**src/rtl/dma_ch_pkg.sv**
```systemverilog
package dma_ch_pkg;
  typedef enum logic [1:0] {
    MODE_DEMAND  = 2'b00,
    MODE_SINGLE  = 2'b01,
    MODE_BLOCK   = 2'b10,
    MODE_CASCADE = 2'b11
  } xfer_mode_e;

  typedef enum logic [2:0] {
    ST_IDLE,
    ST_REQ,
    ST_XFER,
    ST_REL,
    ST_CASC
  } seq_state_e;
endpackage

```
**src/rtl/dma_ch_ctl.sv**
```systemverilog
module dma_ch_ctl
  import dma_ch_pkg::*;
(
  input  logic       clk_i,
  input  logic       rst_ni,
  input  logic       host_en_i,
  input  logic       cfg_we_i,
  input  logic [1:0] cfg_mode_i,
  input  logic       cfg_dec_i,
  input  logic       cfg_auto_i,
  input  logic       cfg_to_mem_i,
  input  logic       mask_set_i,
  input  logic       mask_clr_i,
  input  logic       sw_req_i,
  input  logic       stat_rd_i,
  input  logic       tc_hit_i,
  input  logic       grant_i,
  output xfer_mode_e mode_o,
  output logic       dec_o,
  output logic       auto_o,
  output logic       to_mem_o,
  output logic       mask_o,
  output logic       tc_stat_o,
  output logic       sw_pend_o
);
  always_ff @(posedge clk_i or negedge rst_ni) begin
    if (!rst_ni) begin
      mode_o   <= MODE_DEMAND;
      dec_o    <= 1'b0;
      auto_o   <= 1'b0;
      to_mem_o <= 1'b0;
    end else if (host_en_i && cfg_we_i) begin
      mode_o   <= xfer_mode_e'(cfg_mode_i);
      dec_o    <= cfg_dec_i;
      auto_o   <= cfg_auto_i;
      to_mem_o <= cfg_to_mem_i;
    end
  end

  // terminal count outranks host writes
  always_ff @(posedge clk_i or negedge rst_ni) begin
    if (!rst_ni) begin
      mask_o    <= 1'b1;
      tc_stat_o <= 1'b0;
      sw_pend_o <= 1'b0;
    end else begin
      if (tc_hit_i && !auto_o)            mask_o <= 1'b1;
      else if (host_en_i && mask_set_i)   mask_o <= 1'b1;
      else if (host_en_i && mask_clr_i)   mask_o <= 1'b0;

      if (tc_hit_i)                       tc_stat_o <= 1'b1;
      else if (host_en_i && stat_rd_i)    tc_stat_o <= 1'b0;

      if (host_en_i && sw_req_i && mode_o == MODE_BLOCK) sw_pend_o <= 1'b1;
      else if (grant_i)                                  sw_pend_o <= 1'b0;
    end
  end
endmodule

```
**src/rtl/dma_ch_regs.sv**
```systemverilog
module dma_ch_regs #(
  parameter int ADDR_W = 16,
  parameter int CNT_W  = 16
) (
  input  logic              clk_i,
  input  logic              rst_ni,
  input  logic              load_i,
  input  logic [ADDR_W-1:0] base_addr_i,
  input  logic [CNT_W-1:0]  base_cnt_i,
  input  logic              step_i,
  input  logic              dec_i,
  input  logic              auto_i,
  output logic [ADDR_W-1:0] cur_addr_o,
  output logic [CNT_W-1:0]  cur_cnt_o,
  output logic              at_zero_o
);
  localparam logic [ADDR_W-1:0] AONE = ADDR_W'(1);
  localparam logic [CNT_W-1:0]  CONE = CNT_W'(1);

  logic [ADDR_W-1:0] base_addr_q;
  logic [CNT_W-1:0]  base_cnt_q;

  assign at_zero_o = (cur_cnt_o == '0);

  always_ff @(posedge clk_i or negedge rst_ni) begin
    if (!rst_ni) begin
      base_addr_q <= '0;
      base_cnt_q  <= '0;
      cur_addr_o  <= '0;
      cur_cnt_o   <= '0;
    end else if (load_i) begin
      base_addr_q <= base_addr_i;
      base_cnt_q  <= base_cnt_i;
      cur_addr_o  <= base_addr_i;
      cur_cnt_o   <= base_cnt_i;
    end else if (step_i) begin
      if (at_zero_o && auto_i) begin
        cur_addr_o <= base_addr_q;
        cur_cnt_o  <= base_cnt_q;
      end else begin
        cur_addr_o <= dec_i ? cur_addr_o - AONE : cur_addr_o + AONE;
        cur_cnt_o  <= cur_cnt_o - CONE;
      end
    end
  end
endmodule

```
**src/rtl/dma_ch_fsm.sv**
```systemverilog
module dma_ch_fsm
  import dma_ch_pkg::*;
(
  input  logic       clk_i,
  input  logic       rst_ni,
  input  xfer_mode_e mode_i,
  input  logic       mask_i,
  input  logic       prio_hold_i,
  input  logic       dreq_i,
  input  logic       hlda_i,
  input  logic       sw_pend_i,
  input  logic       at_zero_i,
  output logic       hrq_o,
  output logic       dack_o,
  output logic       fire_o,
  output logic       casc_busy_o,
  output logic       grant_o
);
  seq_state_e st_q, st_d;
  logic want;

  always_comb begin
    want        = !mask_i && !prio_hold_i &&
                  (dreq_i || (mode_i == MODE_BLOCK && sw_pend_i));
    fire_o      = (st_q == ST_XFER) && hlda_i &&
                  (mode_i != MODE_DEMAND || dreq_i);
    hrq_o       = (st_q == ST_REQ) || (st_q == ST_XFER) ||
                  (st_q == ST_CASC && dreq_i);
    dack_o      = (st_q == ST_XFER || st_q == ST_CASC) && hlda_i;
    casc_busy_o = (st_q == ST_CASC);
    grant_o     = (st_q == ST_REQ) && hlda_i;
  end

  always_comb begin
    st_d = st_q;
    unique case (st_q)
      ST_IDLE: begin
        if (mode_i == MODE_CASCADE) begin
          if (dreq_i && !mask_i) st_d = ST_CASC;
        end else if (want) begin
          st_d = ST_REQ;
        end
      end
      ST_REQ:  if (hlda_i) st_d = ST_XFER;
      ST_XFER: begin
        if (mode_i == MODE_DEMAND && !dreq_i) st_d = ST_REL;
        else if (fire_o && (mode_i == MODE_SINGLE || at_zero_i)) st_d = ST_REL;
      end
      ST_REL:  if (!hlda_i) st_d = ST_IDLE;
      ST_CASC: if (!dreq_i && !hlda_i) st_d = ST_IDLE;
      default: st_d = ST_IDLE;
    endcase
  end

  always_ff @(posedge clk_i or negedge rst_ni) begin
    if (!rst_ni) st_q <= ST_IDLE;
    else         st_q <= st_d;
  end
endmodule

```
**src/rtl/dma_ch_seq.sv**
```systemverilog
module dma_ch_seq
  import dma_ch_pkg::*;
#(
  parameter int ADDR_W = 16,
  parameter int CNT_W  = 16
) (
  input  logic              clk_i,
  input  logic              rst_ni,
  input  logic              cfg_we_i,
  input  logic [1:0]        cfg_mode_i,
  input  logic              cfg_dec_i,
  input  logic              cfg_auto_i,
  input  logic              cfg_to_mem_i,
  input  logic              base_we_i,
  input  logic [ADDR_W-1:0] base_addr_i,
  input  logic [CNT_W-1:0]  base_cnt_i,
  input  logic              mask_set_i,
  input  logic              mask_clr_i,
  input  logic              sw_req_i,
  input  logic              stat_rd_i,
  input  logic              prio_hold_i,
  input  logic              dreq_i,
  input  logic              hlda_i,
  output logic              hrq_o,
  output logic              dack_o,
  output logic              xfer_o,
  output logic [ADDR_W-1:0] xfer_addr_o,
  output logic              xfer_to_mem_o,
  output logic              tc_o,
  output logic              tc_stat_o,
  output logic              mask_o,
  output logic [ADDR_W-1:0] cur_addr_o,
  output logic [CNT_W-1:0]  cur_cnt_o
);
  xfer_mode_e mode;
  logic dec, auto_init, to_mem, sw_pend, at_zero;
  logic fire, casc_busy, grant, host_en;

  assign host_en       = !casc_busy;
  assign xfer_o        = fire;
  assign tc_o          = fire && at_zero;
  assign xfer_addr_o   = fire ? cur_addr_o : '0;
  assign xfer_to_mem_o = fire && to_mem;

  dma_ch_ctl u_ctl (
    .clk_i, .rst_ni,
    .host_en_i(host_en),
    .cfg_we_i, .cfg_mode_i, .cfg_dec_i, .cfg_auto_i, .cfg_to_mem_i,
    .mask_set_i, .mask_clr_i, .sw_req_i, .stat_rd_i,
    .tc_hit_i(tc_o),
    .grant_i(grant),
    .mode_o(mode), .dec_o(dec), .auto_o(auto_init), .to_mem_o(to_mem),
    .mask_o, .tc_stat_o, .sw_pend_o(sw_pend)
  );

  dma_ch_regs #(.ADDR_W(ADDR_W), .CNT_W(CNT_W)) u_regs (
    .clk_i, .rst_ni,
    .load_i(base_we_i && host_en),
    .base_addr_i, .base_cnt_i,
    .step_i(fire),
    .dec_i(dec), .auto_i(auto_init),
    .cur_addr_o, .cur_cnt_o,
    .at_zero_o(at_zero)
  );

  dma_ch_fsm u_fsm (
    .clk_i, .rst_ni,
    .mode_i(mode), .mask_i(mask_o), .prio_hold_i, .dreq_i, .hlda_i,
    .sw_pend_i(sw_pend), .at_zero_i(at_zero),
    .hrq_o, .dack_o, .fire_o(fire),
    .casc_busy_o(casc_busy), .grant_o(grant)
  );
endmodule

```
**config.mk**
```make
export PLATFORM = sky130hd
export DESIGN_NAME = dma_ch_seq
export DESIGN_NICKNAME = d
export VERILOG_FILES = /design/src/rtl/dma_ch_pkg.sv /design/src/rtl/dma_ch_ctl.sv /design/src/rtl/dma_ch_regs.sv /design/src/rtl/dma_ch_fsm.sv /design/src/rtl/dma_ch_seq.sv
export SDC_FILE = /design/constraint.sdc
export NUM_CORES = 1
export LEC_CHECK = 0
export ABC_AREA = 1
export ABC_CLOCK_PERIOD_IN_PS = 3900
export BUFFER_PORTS_ARGS = -buffer_cell sky130_fd_sc_hd__buf_4
export CORE_MARGIN = 2
export CORE_UTILIZATION = 35
export CTS_CLUSTER_SIZE = 40
export DETAILED_ROUTE_END_ITERATION = 10
export GPL_TIMING_DRIVEN = 0
export SLEW_MARGIN = 10
export SYNTH_ARGS = -nofsm -noshare
export SYNTH_HDL_FRONTEND = slang
export SYNTH_SLANG_ARGS = --single-unit
```
**constraint.sdc**
```tcl
create_clock -name clk_i -period 3.9 [get_ports clk_i]
set_input_delay 1.17 -clock clk_i [delete_from_list [all_inputs] [get_ports clk_i]]
set_output_delay 1.17 -clock clk_i [all_outputs]
set_load 0.02 [all_outputs]
```
==> flow_metrics.env <==
export IMPL_status="completed"
export IMPL_cts_hold_buf=0
export IMPL_cp_required_ns=2.73
export IMPL_drv_cap=0
export IMPL_avgSynthCellArea_um2=6.89
export IMPL_path_buf_inv=3
export IMPL_critPathSlowestCell="o31ai_4"
export IMPL_switching_share=0.467
export IMPL_p_sw_mw=2.61
export IMPL_power_frac_comb=0.562
export IMPL_tightest_slew_ns=0.992
export IMPL_yosys_warnings=0
export IMPL_timing_slew_headroom=0.339
export IMPL_fillers=1491
export IMPL_root_buffer="clkbuf_16"
export IMPL_rsz0062_at_grt="no"
export IMPL_setup_viol=0
export IMPL_coreArea_um2=14400
export IMPL_p_seq_frac=0.258
export IMPL_drive_gt1_frac=0.201
export IMPL_antenna_found_initial=0
export IMPL_dpl_hpwl_mm=11.3
export IMPL_final_period_utilization=0.891
export IMPL_finalMaxSlewViolations=0
export IMPL_total_power_mw=5.58
export IMPL_fp_dieW_um=125
export IMPL_clk_insertion_delay_late_ns=0.33
export IMPL_yosys_area_top_type="dfrtp_1"
export IMPL_hold_path_class="reg2reg"
export IMPL_syn_nets=805
export IMPL_clock_fmax_mhz=288
export IMPL_die_area_um2=15600
export IMPL_synth_top_family_by_area="simple AND/OR/NAND/NOR gates"
export IMPL_yosys_top_cells_count="nand2_1 (211), inv_1 (110), nor2_1 (77), dfrtp_1 (74), a21oi_1 (62)"
export IMPL_die_h_um=125
export IMPL_path_clk_slew_ns=0.06
export IMPL_ir_drop_mv=0.338
export IMPL_synthSimpleGateAreaFrac=0.296
export IMPL_crit_top_cell="buf_4"
export IMPL_synth_edf_count=0
export IMPL_p_per_area_nw_per_um2=865
export IMPL_synth_area_leaders="dfrtp_1 (36%), nand2_1 (16%), inv_1 (8.1%)"
export IMPL_synthFlopType="dfrtp_1"
export IMPL_grt_use_met2=0.316
export IMPL_clock_power_share=0.179
export IMPL_vias_per_cell=4.74
export IMPL_synthesis_area_um2=5100
export IMPL_min_period_ns=3.48
export IMPL_fin_setup_tns_ns=0
export IMPL_num_rows=44
export IMPL_synth_most_common_cell="nand2_1"
export IMPL_drc_errors=0
export IMPL_grt_pass1_wl_mm=24.9
export IMPL_ctsResizeCount=0
export IMPL_synthAdderAreaFrac=0.0432
export IMPL_cts_htree_levels=3
export IMPL_ios=103
export IMPL_synth_compound_area_frac=0.151
export IMPL_synthMuxAreaShare=0.00442
export IMPL_yosysUniqueCellTypes=40
export IMPL_cts_setup_buffers=0
export IMPL_wl_per_cell_um=14.6
export IMPL_drt_initial_drc_count=463
export IMPL_use_met3=0.0266
export IMPL_drt_pass1_iterations=4
export IMPL_synthArstFlopShare=1.00
export IMPL_crit_path_max_incr_delay_ns=0.37
export IMPL_worstPathMaxFanout=18
export IMPL_multi_input_area_um2=2620
export IMPL_syn_to_final_growth_pct=26.5
export IMPL_synth_xor_area_frac=0.0189
export IMPL_crit_chain="buf_4, o31ai_4, nor2_8, inv_2, nor2_1, buf_4"
export IMPL_clock_sinks=75
export IMPL_grt_usage=0.199
export IMPL_grt_max_degree=76
export IMPL_seq_area_frac_synth=0.368
export IMPL_routed_wl_mm=15.2
export IMPL_grt_pass1_vias=4801
export IMPL_clk_path_buf_depth=2
export IMPL_register_area_um2=1880
export IMPL_fin_nets=917
export IMPL_hold_violations=0
export IMPL_start_util=0.355
export IMPL_routabilityCongestion=0.854
export IMPL_start_kind="input pin"
export IMPL_grt_busiest_layer="met2"
export IMPL_synthCells=740
export IMPL_synth_top_cell_area_share=0.363
export IMPL_grt_overflow_total=0
export IMPL_drt_antenna_violating_nets=0
export IMPL_yosys_register_bits=75
export IMPL_path_class="in2out"
export IMPL_cts_buffers=9
export IMPL_fin_skew_ns=0.00650
export IMPL_cp_top_family="buffers and inverters"
export IMPL_tritoncts="yes"
export IMPL_p_int_mw=2.98
export IMPL_antenna_cells=0
export IMPL_port_buffers=102
export IMPL_met1_usage=0.286
export IMPL_end_kind="output pin"
export IMPL_vias=4939
export IMPL_p_leak_nw=3.49
export IMPL_crit_arrival_ns=2.31
[cell type report]
class | instances | area share
Multi-Input combinational cell | 525 | 0.406
Sequential cell | 75 | 0.291
Buffer | 23 | 0.0246
Clock inverter | 4 | 0.0147
Inverter | 116 | 0.0682
Clock buffer | 12 | 0.0413
Timing Repair Buffer | 102 | 0.119
Tap cell | 184 | 0.0357
[metrics by stage]
step / instance area (um2) / worst slack (ns) / util / cells / hold slack, ns
finish: 6450 / 0.424 / 0.449 / 1041 / 0.476
global route: 6450 / 0.302 / 0.449 / 1041 / 0.508
CTS: 6460 / 0.0657 / 0.449 / 1042 / 0.481
detailed placement: 6100 / 0.0626 / 0.424 / 1026 / 0.464
global placement: 6100 / 0.105 / 0.424 / 1026 / 0.460
floorplan: 5100 / 0.566 / - / 740 / 0.443
[cells in the final DEF (no fill, tap or decap), types with 2 or more instances in the layout]
master,netlist,final
a21oi_1,62,62
a21oi_2,7,7
a22oi_1,4,4
buf_2,12,12
buf_4,1,103
buf_6,7,7
bufinv_16,0,3
clkbuf_1,3,2
clkbuf_16,0,9
clkbuf_8,0,3
dfrtp_1,74,74
ha_1,16,16
inv_1,110,110
inv_2,4,4
inv_4,2,2
mux2_2,2,2
nand2_1,211,211
nand2_4,2,2
nand3_1,44,44
nand3b_1,2,2
nor2_1,77,77
nor2_2,2,2
nor2_4,2,2
nor2_8,2,2
nor3_1,6,6
o211ai_1,7,7
o21ai_0,50,50
o21ai_1,5,5
or2_2,3,3
xnor2_1,6,6
xor2_1,5,5
[path summary, 6_finish.rpt]
path	to	startpoint	slack (ns)	cells past startpoint
min in group asynchronous	u_regs.cur_cnt_o[1]	rst_ni	1.01	1
max in group asynchronous	u_regs.base_addr_q[7]	rst_ni	2.26	1
hold / removal	u_regs.base_addr_q[2]	u_regs.base_addr_q[2]	0.48	2
hold reg to reg	u_regs.base_addr_q[2]	u_regs.base_addr_q[2]	0.48	2
setup reg to reg	u_regs.cur_addr_o[8]	u_ctl.dec_o	1.64	9
setup / recovery	xfer_addr_o[0]	dreq_i	0.42	6
[flip-flops by register name, summed over array words and instances, names as in the netlist]
name / count
u_regs.cur_cnt_o: 16
u_ctl.mask_o: 1
u_ctl.mode_o: 2
u_ctl.dec_o: 1
u_regs.cur_addr_o: 16
u_ctl.sw_pend_o: 1
u_ctl.auto_o: 1
u_regs.base_cnt_q: 16
u_regs.base_addr_q: 16
u_ctl.tc_stat_o: 1
u_ctl.to_mem_o: 1
u_fsm.st_q: 3
[kinds of logic after synthesis]
kind of cell	count (synthesis)
and+or+nand+nor	357
buffers and inverters	140
AOI/OAI and AO/OA	138
DFF	75
adders and majority gates	17
xor gates and xnor gates	11
muxes	2
[layer usage]
metal  wire length, um  vias up
met1              7540     2253
met5                 0        -
met3               620       12
met4               197        0
met2              6870      118
li1                  -     2556
[power by group through the flow]
| stage | Combinational (mW) | Clock [mW] | Sequential, mW |
|---|---|---|---|
| floorplan | 2.04 | 0 | 1.55 |
| global placement | 3.12 | 0 | 1.46 |
| detailed placement | 3.13 | 0 | 1.45 |
| CTS | 3.16 | 1.02 | 1.44 |
| global route | 3.58 | 1.05 | 1.50 |
| finish | 3.14 | 1.00 | 1.44 |
[worst reg2reg max path, stage by stage (launching register included)]
cell	delay, ns
dfrtp_1	0.77
ha_1	0.39
or2_2	0.31
and2_1	0.20
nand2_1	0.07
nand2_1	0.06
xnor2_1	0.16
nand2_1	0.07
nand2_1	0.06
a21oi_1	0.06
Power figures use the tool's default switching activity.
